===== config.mk =====
export PLATFORM = sky130hd
export DESIGN_NAME = octal_dac_if
export DESIGN_NICKNAME = d
export VERILOG_FILES = /design/src/rtl/dacif_pkg.sv /design/src/rtl/dacif_sync.sv /design/src/rtl/dacif_shifter.sv /design/src/rtl/dacif_cmd.sv /design/src/rtl/dacif_bank.sv /design/src/rtl/octal_dac_if.sv
export SDC_FILE = /design/constraint.sdc
export NUM_CORES = 1
export LEC_CHECK = 0
export ABC_CLOCK_PERIOD_IN_PS = 4000
export BUFFER_PORTS_ARGS = -buffer_cell sky130_fd_sc_hd__buf_2
export CAP_MARGIN = 20
export CORE_MARGIN = 8
export CORE_UTILIZATION = 30
export DETAILED_ROUTE_END_ITERATION = 8
export HOLD_SLACK_MARGIN = 0.15
export PLACE_DENSITY = 0.58
export REMOVE_ABC_BUFFERS = 1
export SYNTH_ARGS = -nofsm -noshare
export SYNTH_HDL_FRONTEND = slang
export SYNTH_HIERARCHICAL = 1
export SYNTH_SLANG_ARGS = --single-unit

===== constraint.sdc =====
create_clock -name clk -period 4 [get_ports clk]
set_clock_uncertainty 0.2 [all_clocks]
set_input_delay 0.2 -clock clk [delete_from_list [all_inputs] [get_ports clk]]
set_output_delay 0.2 -clock clk [all_outputs]
set_load 0.01 [all_outputs]

===== src/rtl/dacif_pkg.sv =====
package dacif_pkg;

  localparam int CMD_W = 4;
  localparam logic [CMD_W-1:0] CMD_ALL   = {CMD_W{1'b1}};
  localparam logic [CMD_W-1:0] CMD_SLEEP = {{(CMD_W-1){1'b1}}, 1'b0};

  typedef enum logic [1:0] {
    ACT_NOP,
    ACT_ONE,
    ACT_ALL,
    ACT_SLEEP
  } act_e;

  // Map a command value to the action it requests, for a bank of nch channels.
  function automatic act_e decode_act(input logic [CMD_W-1:0] c, input int unsigned nch);
    if (c == CMD_ALL) return ACT_ALL;
    if (c == CMD_SLEEP) return ACT_SLEEP;
    if (c != '0 && 32'(c) <= nch) return ACT_ONE;
    return ACT_NOP;
  endfunction

endpackage


===== src/rtl/dacif_sync.sv =====
module dacif_sync #(
  parameter int N = 1,
  parameter int STAGES = 2,
  parameter logic [N-1:0] RST_VAL = '0
) (
  input  logic         clk,
  input  logic         rst_n,
  input  logic [N-1:0] d_i,
  output logic [N-1:0] q_o
);

  for (genvar b = 0; b < N; b++) begin : g_bit
    logic [STAGES-1:0] pipe;
    always_ff @(posedge clk or negedge rst_n) begin
      if (!rst_n) pipe <= {STAGES{RST_VAL[b]}};
      else        pipe <= {pipe[STAGES-2:0], d_i[b]};
    end
    assign q_o[b] = pipe[STAGES-1];
  end

endmodule


===== src/rtl/dacif_shifter.sv =====
module dacif_shifter #(
  parameter int FRAME_W = 16,
  parameter int OUT_W = 14
) (
  input  logic             clk,
  input  logic             rst_n,
  input  logic             shift_en,
  input  logic             out_en,
  input  logic             sdi,
  output logic [OUT_W-1:0] word_o,
  output logic             sdo
);

  logic [FRAME_W-1:0] sh;

  always_ff @(posedge clk or negedge rst_n) begin
    if (!rst_n) begin
      sh  <= '0;
      sdo <= 1'b0;
    end else begin
      if (shift_en) sh <= {sh[FRAME_W-2:0], sdi};
      if (out_en)   sdo <= sh[FRAME_W-1];
    end
  end

  assign word_o = sh[FRAME_W-1 -: OUT_W];

  // The output pin moves only on a selected falling serial clock edge.
  AST_SDO_HOLD: assert property (@(posedge clk) disable iff (!rst_n)
    !out_en |=> $stable(sdo));

endmodule


===== src/rtl/dacif_cmd.sv =====
module dacif_cmd
  import dacif_pkg::*;
#(
  parameter int NCH = 8,
  parameter int CODE_W = 10
) (
  input  logic              clk,
  input  logic              arst_n,
  input  logic              load,
  input  logic [CMD_W-1:0]  cmd_i,
  input  logic [CODE_W-1:0] data_i,
  output logic [NCH-1:0]    wr_en,
  output logic [CODE_W-1:0] wr_data,
  output logic              sleep_o
);

  act_e             act;
  logic [CMD_W-1:0] chan;

  assign act     = decode_act(cmd_i, NCH);
  assign chan    = cmd_i - 1'b1;
  assign wr_data = data_i;

  for (genvar i = 0; i < NCH; i++) begin : g_en
    assign wr_en[i] = load && ((act == ACT_ONE && chan == CMD_W'(i)) || act == ACT_ALL);
  end

  always_ff @(posedge clk or negedge arst_n) begin
    if (!arst_n)   sleep_o <= 1'b0;
    else if (load) sleep_o <= (act == ACT_SLEEP);
  end

  // Only a broadcast may write more than one channel in a cycle.
  AST_WR_SINGLE: assert property (@(posedge clk) disable iff (!arst_n)
    (cmd_i != CMD_ALL) |-> $onehot0(wr_en));

endmodule


===== src/rtl/dacif_bank.sv =====
module dacif_bank #(
  parameter int NCH = 8,
  parameter int CODE_W = 10
) (
  input  logic                  clk,
  input  logic                  arst_n,
  input  logic [NCH-1:0]        wr_en,
  input  logic [CODE_W-1:0]     wr_data,
  output logic [NCH*CODE_W-1:0] codes_o
);

  for (genvar i = 0; i < NCH; i++) begin : g_ch
    logic [CODE_W-1:0] q;
    always_ff @(posedge clk or negedge arst_n) begin
      if (!arst_n)       q <= '0;
      else if (wr_en[i]) q <= wr_data;
    end
    assign codes_o[i*CODE_W +: CODE_W] = q;
  end

endmodule


===== src/rtl/octal_dac_if.sv =====
module octal_dac_if
  import dacif_pkg::*;
#(
  parameter int NCH = 8,
  parameter int CODE_W = 10,
  parameter int FRAME_W = 16,
  parameter int SYNC_STAGES = 2
) (
  input  logic                  clk,
  input  logic                  rst_n,
  input  logic                  clr_n,
  input  logic                  cs_n,
  input  logic                  sclk,
  input  logic                  sdi,
  output logic                  sdo,
  output logic [NCH*CODE_W-1:0] dac_codes,
  output logic                  sleep_o
);

  localparam int PAY_W = CMD_W + CODE_W;
  localparam int IDX_W = (NCH > 1) ? $clog2(NCH) : 1;

  logic             arst_n;
  logic [2:0]       pins_s;
  logic             sclk_s, sdi_s, cs_s;
  logic             sclk_d, cs_d;
  logic             sclk_rise, sclk_fall, cs_rise, selected;
  logic [PAY_W-1:0] word;
  logic [CMD_W-1:0] cmd;
  logic [CODE_W-1:0] data;
  logic [NCH-1:0]   wr_en;
  logic [CODE_W-1:0] wr_data;
  logic [CODE_W-1:0] code_arr [NCH];

  // Clear and power-on reset both empty the channel bank.
  assign arst_n = rst_n & clr_n;

  dacif_sync #(.N(3), .STAGES(SYNC_STAGES), .RST_VAL(3'b100)) u_sync (
    .clk(clk), .rst_n(rst_n), .d_i({cs_n, sdi, sclk}), .q_o(pins_s)
  );
  assign {cs_s, sdi_s, sclk_s} = pins_s;

  always_ff @(posedge clk or negedge rst_n) begin
    if (!rst_n) begin
      sclk_d <= 1'b0;
      cs_d   <= 1'b1;
    end else begin
      sclk_d <= sclk_s;
      cs_d   <= cs_s;
    end
  end

  assign selected  = ~cs_s;
  assign sclk_rise = sclk_s & ~sclk_d;
  assign sclk_fall = ~sclk_s & sclk_d;
  assign cs_rise   = cs_s & ~cs_d;

  dacif_shifter #(.FRAME_W(FRAME_W), .OUT_W(PAY_W)) u_shift (
    .clk(clk), .rst_n(rst_n),
    .shift_en(sclk_rise & selected), .out_en(sclk_fall & selected),
    .sdi(sdi_s), .word_o(word), .sdo(sdo)
  );

  assign cmd  = word[PAY_W-1 -: CMD_W];
  assign data = word[CODE_W-1:0];

  dacif_cmd #(.NCH(NCH), .CODE_W(CODE_W)) u_cmd (
    .clk(clk), .arst_n(arst_n), .load(cs_rise),
    .cmd_i(cmd), .data_i(data),
    .wr_en(wr_en), .wr_data(wr_data), .sleep_o(sleep_o)
  );

  dacif_bank #(.NCH(NCH), .CODE_W(CODE_W)) u_bank (
    .clk(clk), .arst_n(arst_n), .wr_en(wr_en), .wr_data(wr_data), .codes_o(dac_codes)
  );

  for (genvar i = 0; i < NCH; i++) begin : g_view
    assign code_arr[i] = dac_codes[i*CODE_W +: CODE_W];
  end

  AST_ONE_LOAD: assert property (@(posedge clk) disable iff (!arst_n)
    cs_rise && cmd != '0 && 32'(cmd) <= NCH
    |=> code_arr[IDX_W'($past(cmd) - 1'b1)] == $past(data));

  AST_ALL_LOAD: assert property (@(posedge clk) disable iff (!arst_n)
    cs_rise && cmd == CMD_ALL
    |=> code_arr[0] == $past(data) && code_arr[NCH-1] == $past(data));

  AST_NOP_HOLD: assert property (@(posedge clk) disable iff (!arst_n)
    cs_rise && (cmd == '0 || (32'(cmd) > NCH && cmd < CMD_SLEEP))
    |=> $stable(dac_codes));

  AST_SLEEP_SET: assert property (@(posedge clk) disable iff (!arst_n)
    cs_rise && cmd == CMD_SLEEP |=> sleep_o && $stable(dac_codes));

  AST_WAKE: assert property (@(posedge clk) disable iff (!arst_n)
    cs_rise && cmd != CMD_SLEEP |=> !sleep_o);

  AST_CLR_ZERO: assert property (@(posedge clk) disable iff (!rst_n)
    !clr_n |-> dac_codes == '0 && !sleep_o);

endmodule


# ---- After elaboration in Yosys (flattened, before gate mapping)
# Index checks and enable logic that the tools add are counted.
dict set report totals {
  ff_bits 106
  inputBits 6
  elab_cells 79
}
dict set report op_classes {
  n_addsub 1
  magnitude_cmp 1
  n_eq_ne 12
  n_mux 12
  bitwise_logic 10
  n_reduce_logical 27
}
# op count
set ops {}
lappend ops {{1-bit logical AND} 17}
lappend ops {{4-bit by 3-bit equality test with 1-bit output, second input constant} 4}
lappend ops {{2-bit two-way mux} 6}
lappend ops {{4-bit by 2-bit equality test with 1-bit output, second input constant} 2}
lappend ops {{4-bit equality test, second input constant} 2}
lappend ops {{1-bit logical OR} 8}
lappend ops {{1-bit bitwise AND} 6}
lappend ops {{1-bit two-way mux} 6}
lappend ops {{2-bit equality test, second input constant} 2}
lappend ops {{4-bit by 1-bit equality test with 1-bit output, second input constant} 1}
lappend ops {{4-bit <= comparator, second input constant} 1}
lappend ops {{4-bit zero test} 1}
lappend ops {{1-bit NOT} 4}
lappend ops {{4-bit nonzero test} 1}
lappend ops {{4-bit by 1-bit subtractor with 4-bit output, second input constant} 1}
lappend ops {{2-bit by 1-bit equality test with 1-bit output, second input constant} 1}

# ---- Longest topological paths before layout
dict set report depth {
  depth_word 12
  depth_mapped 6
  depth_no_buf 4
}

# ---- Hierarchy
# The synthesis kept the hierarchy.
# module instances cells_per_inst area_each_um2 seq_area_each_um2
set modules_own_cells {}
lappend modules_own_cells {dacif_bank 1 168 3293.2 2001.9}
lappend modules_own_cells {dacif_shifter 1 50 790.8 425.4}
lappend modules_own_cells {dacif_cmd 1 41 291.5 25.0}
lappend modules_own_cells {dacif_sync 1 9 175.2 152.6}
lappend modules_own_cells {octal_dac_if 1 6 78.8 51.3}

# ---- Least setup slack after synthesis
# OpenSTA, ideal clock, no wires.
dict set report synth_path {
  path_kind {flip-flop to flip-flop}
  from {register u_sync.g_bit[2].pipe[1]}
  to {register u_bank.g_ch[2].q[0]}
  setup_time_ns 0.125
  arrival_time_ns 1.739
  required_ns 3.675
  slack_ns 1.935
  stages_incl_launch_ff 7
  synth_period_minus_slack_ns 2.065
  cell_sequence {dfstp_2 buf_4 nor2b_1 nand2_1 nor3b_1 buf_6 mux2_4}
}
dict set report synth_between {
  elab_chain_len 2
}
# item line_no
set synth_rtl {}
lappend synth_rtl {{start: declaration} dacif_sync.sv:13} ;# logic [STAGES-1:0] pipe;
lappend synth_rtl {{start signal: assignment} dacif_sync.sv:15} ;# if (!rst_n) pipe <= {STAGES{RST_VAL[b]}};
lappend synth_rtl {{start signal: assignment} dacif_sync.sv:16} ;# else pipe <= {pipe[STAGES-2:0], d_i[b]};
lappend synth_rtl {{1-bit bitwise AND} octal_dac_if.sv:56} ;# assign cs_rise = cs_s & ~cs_d;
lappend synth_rtl {{named net cs_rise} octal_dac_if.sv:27} ;# logic sclk_rise, sclk_fall, cs_rise, selected;
lappend synth_rtl {{1-bit logical AND} dacif_cmd.sv:25} ;# assign wr_en[i] = load && ((act == ACT_ONE && chan == CMD_W'(i)) || act == ACT_ALL);
lappend synth_rtl {{named net wr_en[2]} octal_dac_if.sv:31} ;# logic [NCH-1:0] wr_en;
lappend synth_rtl {{end signal: assignment} dacif_bank.sv:16} ;# else if (wr_en[i]) q <= wr_data;
lappend synth_rtl {{end: declaration} dacif_bank.sv:13} ;# logic [CODE_W-1:0] q;
# The timed path passes the listed nets, and every way through them passes these cells.
# A chain may end at the register's enable or synchronous reset.

# ---- Final worst setup path
dict set report layout_path {
  from {register u_sync.g_bit[2].pipe[1]}
  to {register u_bank.g_ch[6].q[5]}
}
dict set report layout_between {
  elab_chain_len 2
}
# item line_no
set layout_rtl {}
lappend layout_rtl {{1-bit bitwise AND} octal_dac_if.sv:56}
lappend layout_rtl {{named net cs_rise} octal_dac_if.sv:27}
lappend layout_rtl {{1-bit logical AND} dacif_cmd.sv:25}
lappend layout_rtl {{named net wr_en[6]} octal_dac_if.sv:31}
lappend layout_rtl {{end signal: assignment} dacif_bank.sv:16}
lappend layout_rtl {{end: declaration} dacif_bank.sv:13}
# The timed path passes the listed nets, and every way through them passes these cells.

==> key figures <==
Run status
  – Result of the run: completed

Place
  – Gpl congestion: 0.7216
  – Port bufs: 87
  – Cell area after placement: 0.005044 mm²
  – Place WS: 1.312 ns
  – Detailed placement HPWL: 6926 µm
  – Placed Instances: 515

Die
  – Die width: 140.2 µm
  – Die Span Y: 140.2 µm
  – Core Region: 0.01515 mm²
  – Die footprint: 0.01966 mm²
  – Initial Util: 0.3057
  – Count of standard-cell rows: 45
  – Io pins: 88

Timing
  – Period minus WS final: 2.683 ns
  – Smallest hold slack: 0.1499 ns
  – Number of max-slew violations in the final report: 0
  – Slew @ Worst Pin: 1.065 ns
  – RSZ-0062 raised after global routing: no
  – Period utilization: 0.6707
  – Final Worst Setup Slack: 1.317 ns
  – Setup TNS Final: 0 ns
  – Hold Fails Final Rpt: 0
  – Peak Freq: 372.7 MHz
  – Final setup violation count: 0
  – Worst relative slew slack: 0.2889

Worst setup path
  – Maximum net fanout on the critical path: 10
  – Crit Reg-Reg Startpoint: u_sync/g_bit[2].pipe[1]
  – Sequence of cells on the critical path: nor2b_1, nand2_1, nor2_2, mux2_4
  – Data arrival at the endpoint of the critical path: 2.71 ns
  – Type of origin of the critical path: register
  – Critical Path RT: 4.03 ns
  – Classification of the worst setup path: reg -> reg
  – Biggest cell delay along the critical path: 0.87 ns
  – Depth of the worst register-to-register path: 4
  – Worst R2R Setup Slack: 1.32 ns
  – Capture instance of the worst register-to-register path: u_bank/g_ch[6].q[5]
  – Slowest stage cell, crit path: sky130_fd_sc_hd__nor2_2
  – Critical path capture point type: register

Global routing
  – Gr usage total: 0.1079
  – Vias in the first global route: 2495
  – Pin count of the biggest net entering global routing: 82
  – GRT Residual Overflow: 0
  – Global-route wire length before repair: 15970 µm
  – Antenna violations before repair: 0

Route
  – Final wirelength: 10290 µm
  – Antenna-violating nets left: 0
  – DRC: 0
  – Detailed router's first-iteration violation count: 73
  – Final routed wire length divided by cell count: 19.17 µm
  – Number of vias per cell after detailed routing: 4.367
  – Number of search-and-repair iterations in the first detailed-routing pass: 4
  – Total vias in the final route: 2345

Cells and area
  – Final layout net count: 350
  – Antenna diode count: 0
  – Final Instance Area: 0.005460 mm²
  – Final core utilization: 0.3605
  – Fraction of layout cells with a size suffix above 1: 0.6390
  – Area added between synthesis and finish: 17.95%
  – Count of filler cells inserted in the layout: 1420
  – Filler-free cell count of the finished design: 537

Logic synthesis
  – Number of different library cells in the post-synthesis netlist: 18
  – Top area cells in the synthesized netlist: sky130_fd_sc_hd__dfrtp_1 (56%), sky130_fd_sc_hd__mux2_4 (29%), sky130_fd_sc_hd__buf_4 (4.4%), sky130_fd_sc_hd__buf_6 (2.7%), sky130_fd_sc_hd__mux2_2 (1.9%)
  – Synthesized netlist cell count: 274
  – Synth top area share: 0.5568
  – Fraction of the yosys area taken by sequential cells: 0.5738
  – Synth area leader: sky130_fd_sc_hd__dfrtp_1
  – Synth Flop Type: sky130_fd_sc_hd__dfrtp_1
  – Synth async-reset ratio: 1.000
  – Seq cells post-synth: 106
  – Top cell types by occurrence after synthesis: sky130_fd_sc_hd__dfrtp_1 (103), sky130_fd_sc_hd__mux2_4 (90), sky130_fd_sc_hd__buf_4 (27)
  – Number of enable flip-flop cells after synthesis: 0
  – Synthesized area per cell: 16.90 µm²
  – Number of synthesis warnings: 6
  – Cell with the most instances after synthesis: sky130_fd_sc_hd__dfrtp_1
  – Synthesized area: 0.004629 mm²

Min path
  – Start point of the worst min-delay path: u_sync/g_bit[0].pipe[0]
  – Hold path endpoint: u_sync/g_bit[0].pipe[1]
  – Worst hold-check path type: reg -> reg
  – Cell depth of the worst hold path: 0

Clocking
  – Bufs on Longest Clock Path: 2
  – Number of buffers added to fix hold violations after cts: 5
  – TritonCTS clock tree: done
  – Sink Count: 106
  – Clock Tree Root: sky130_fd_sc_hd__clkbuf_16
  – Clock buffers created by TritonCTS: 9
  – Post-CTS setup buffer count: 0
  – Skew-Pair Late Insertion Delay: 0.34 ns
  – Resized cells post-CTS: 0
  – Clock Pin Slew Worst Setup and Hold Paths: 0.07 ns
  – Maximum level of the CTS H-tree: 3

Power and ir drop
  – Maximum ir drop on the vdd rail: 0.2479 mV
  – Standby leakage power: 2.835 nW
  – PnR Total Power: 2.314 mW
  – Power density over the cells: 423.8 mW/mm²

Flow run
  – Max-cap violations: 0
[worst max-delay path, delay by kind of cell (launching register included)]
| kind | cells | cell delay [ns] |
|---|---|---|
| AND/OR/NAND/NOR | 3 | 1.45 |
| flip-flops | 1 | 0.56 |
| multiplexers | 1 | 0.35 |
[logic make-up after synthesis]
family                    share of synthesized area
DFF                                          0.5738
xor gates and xnor gates                   0.005677
AOI/OAI and AO/OA                          0.004324
and+or+nand+nor                             0.02784
muxes                                        0.3114
buffers and inverters                       0.07703
[layout make-up]
class                   count  area [µm²]  area share
flip-flops and latches    106        2656      0.4865
multi-input cells         127        1657      0.3034
clock inverters             4       72.57     0.01329
clock buffers              12       266.5     0.04881
well taps                 188       235.2     0.04308
repair buffers            100       573.1      0.1049
[worst max path at each step]
| stage | from | end | slack (ns) | cells after the start |
|---|---|---|---|---|
| floorplan | clr_n | u_bank/g_ch[0].q[0] | 1.08 | 1 |
| global placement | u_sync/g_bit[2].pipe[1] | u_bank/g_ch[6].q[1] | 1.34 | 4 |
| detailed placement | u_sync/g_bit[2].pipe[1] | u_bank/g_ch[6].q[5] | 1.31 | 4 |
| CTS | u_sync/g_bit[2].pipe[1] | u_bank/g_ch[6].q[5] | 1.30 | 4 |
| global route | u_sync/g_bit[2].pipe[1] | u_bank/g_ch[6].q[8] | 1.17 | 4 |
| finish | u_sync/g_bit[2].pipe[1] | u_bank/g_ch[6].q[5] | 1.32 | 4 |
[per-layer routing]
| metal | vias up | global-route usage | routed length (µm) |
|---|---|---|---|
| li1 | 1065 | - | - |
| met1 | 1194 | 0.1403 | 4641 |
| met2 | 73 | 0.1565 | 4674 |
| met3 | 13 | 0.04043 | 785 |
| met4 | 0 | 0.04743 | 190 |
| met5 | - | 0 | 0 |
[sequential cells by signal, indices dropped and copies added (netlist names)]
signal,flops
sclk_d,1
u_shift/sdo,1
u_sync/g_bit.pipe,6
u_cmd/sleep_o,1
u_bank/g_ch.q,80
cs_d,1
u_shift/sh,16
[where the power goes]
| part | switching, mW | total (mW) | internal (mW) |
|---|---|---|---|
| sequential | 0.112 | 1.23 | 1.11 |
| combinational | 0.0361 | 0.104 | 0.0678 |
| clock | 0.385 | 0.984 | 0.599 |
[layout by cell type, fill, tap and decap left out]
cell	instances
sky130_fd_sc_hd__dfstp_2	3
sky130_fd_sc_hd__or3_1	4
sky130_fd_sc_hd__nor2b_1	1
sky130_fd_sc_hd__mux2_4	90
sky130_fd_sc_hd__nor3b_2	4
sky130_fd_sc_hd__buf_4	6
sky130_fd_sc_hd__dlygate4sd3_1	5
sky130_fd_sc_hd__buf_8	1
sky130_fd_sc_hd__buf_2	87
sky130_fd_sc_hd__xor2_1	3
sky130_fd_sc_hd__clkbuf_8	3
sky130_fd_sc_hd__clkinvlp_4	1
sky130_fd_sc_hd__buf_16	1
sky130_fd_sc_hd__bufinv_16	2
sky130_fd_sc_hd__mux2_2	8
sky130_fd_sc_hd__dfrtp_1	103
sky130_fd_sc_hd__and2_4	1
sky130_fd_sc_hd__nand2_1	5
sky130_fd_sc_hd__nor3b_1	1
sky130_fd_sc_hd__clkinv_2	1
sky130_fd_sc_hd__clkbuf_16	9
sky130_fd_sc_hd__a21oi_2	4
sky130_fd_sc_hd__nand3_1	4
sky130_fd_sc_hd__nor2_2	1
sky130_fd_sc_hd__and4b_2	1
No activity file was read; power rests on OpenSTA's default activity.
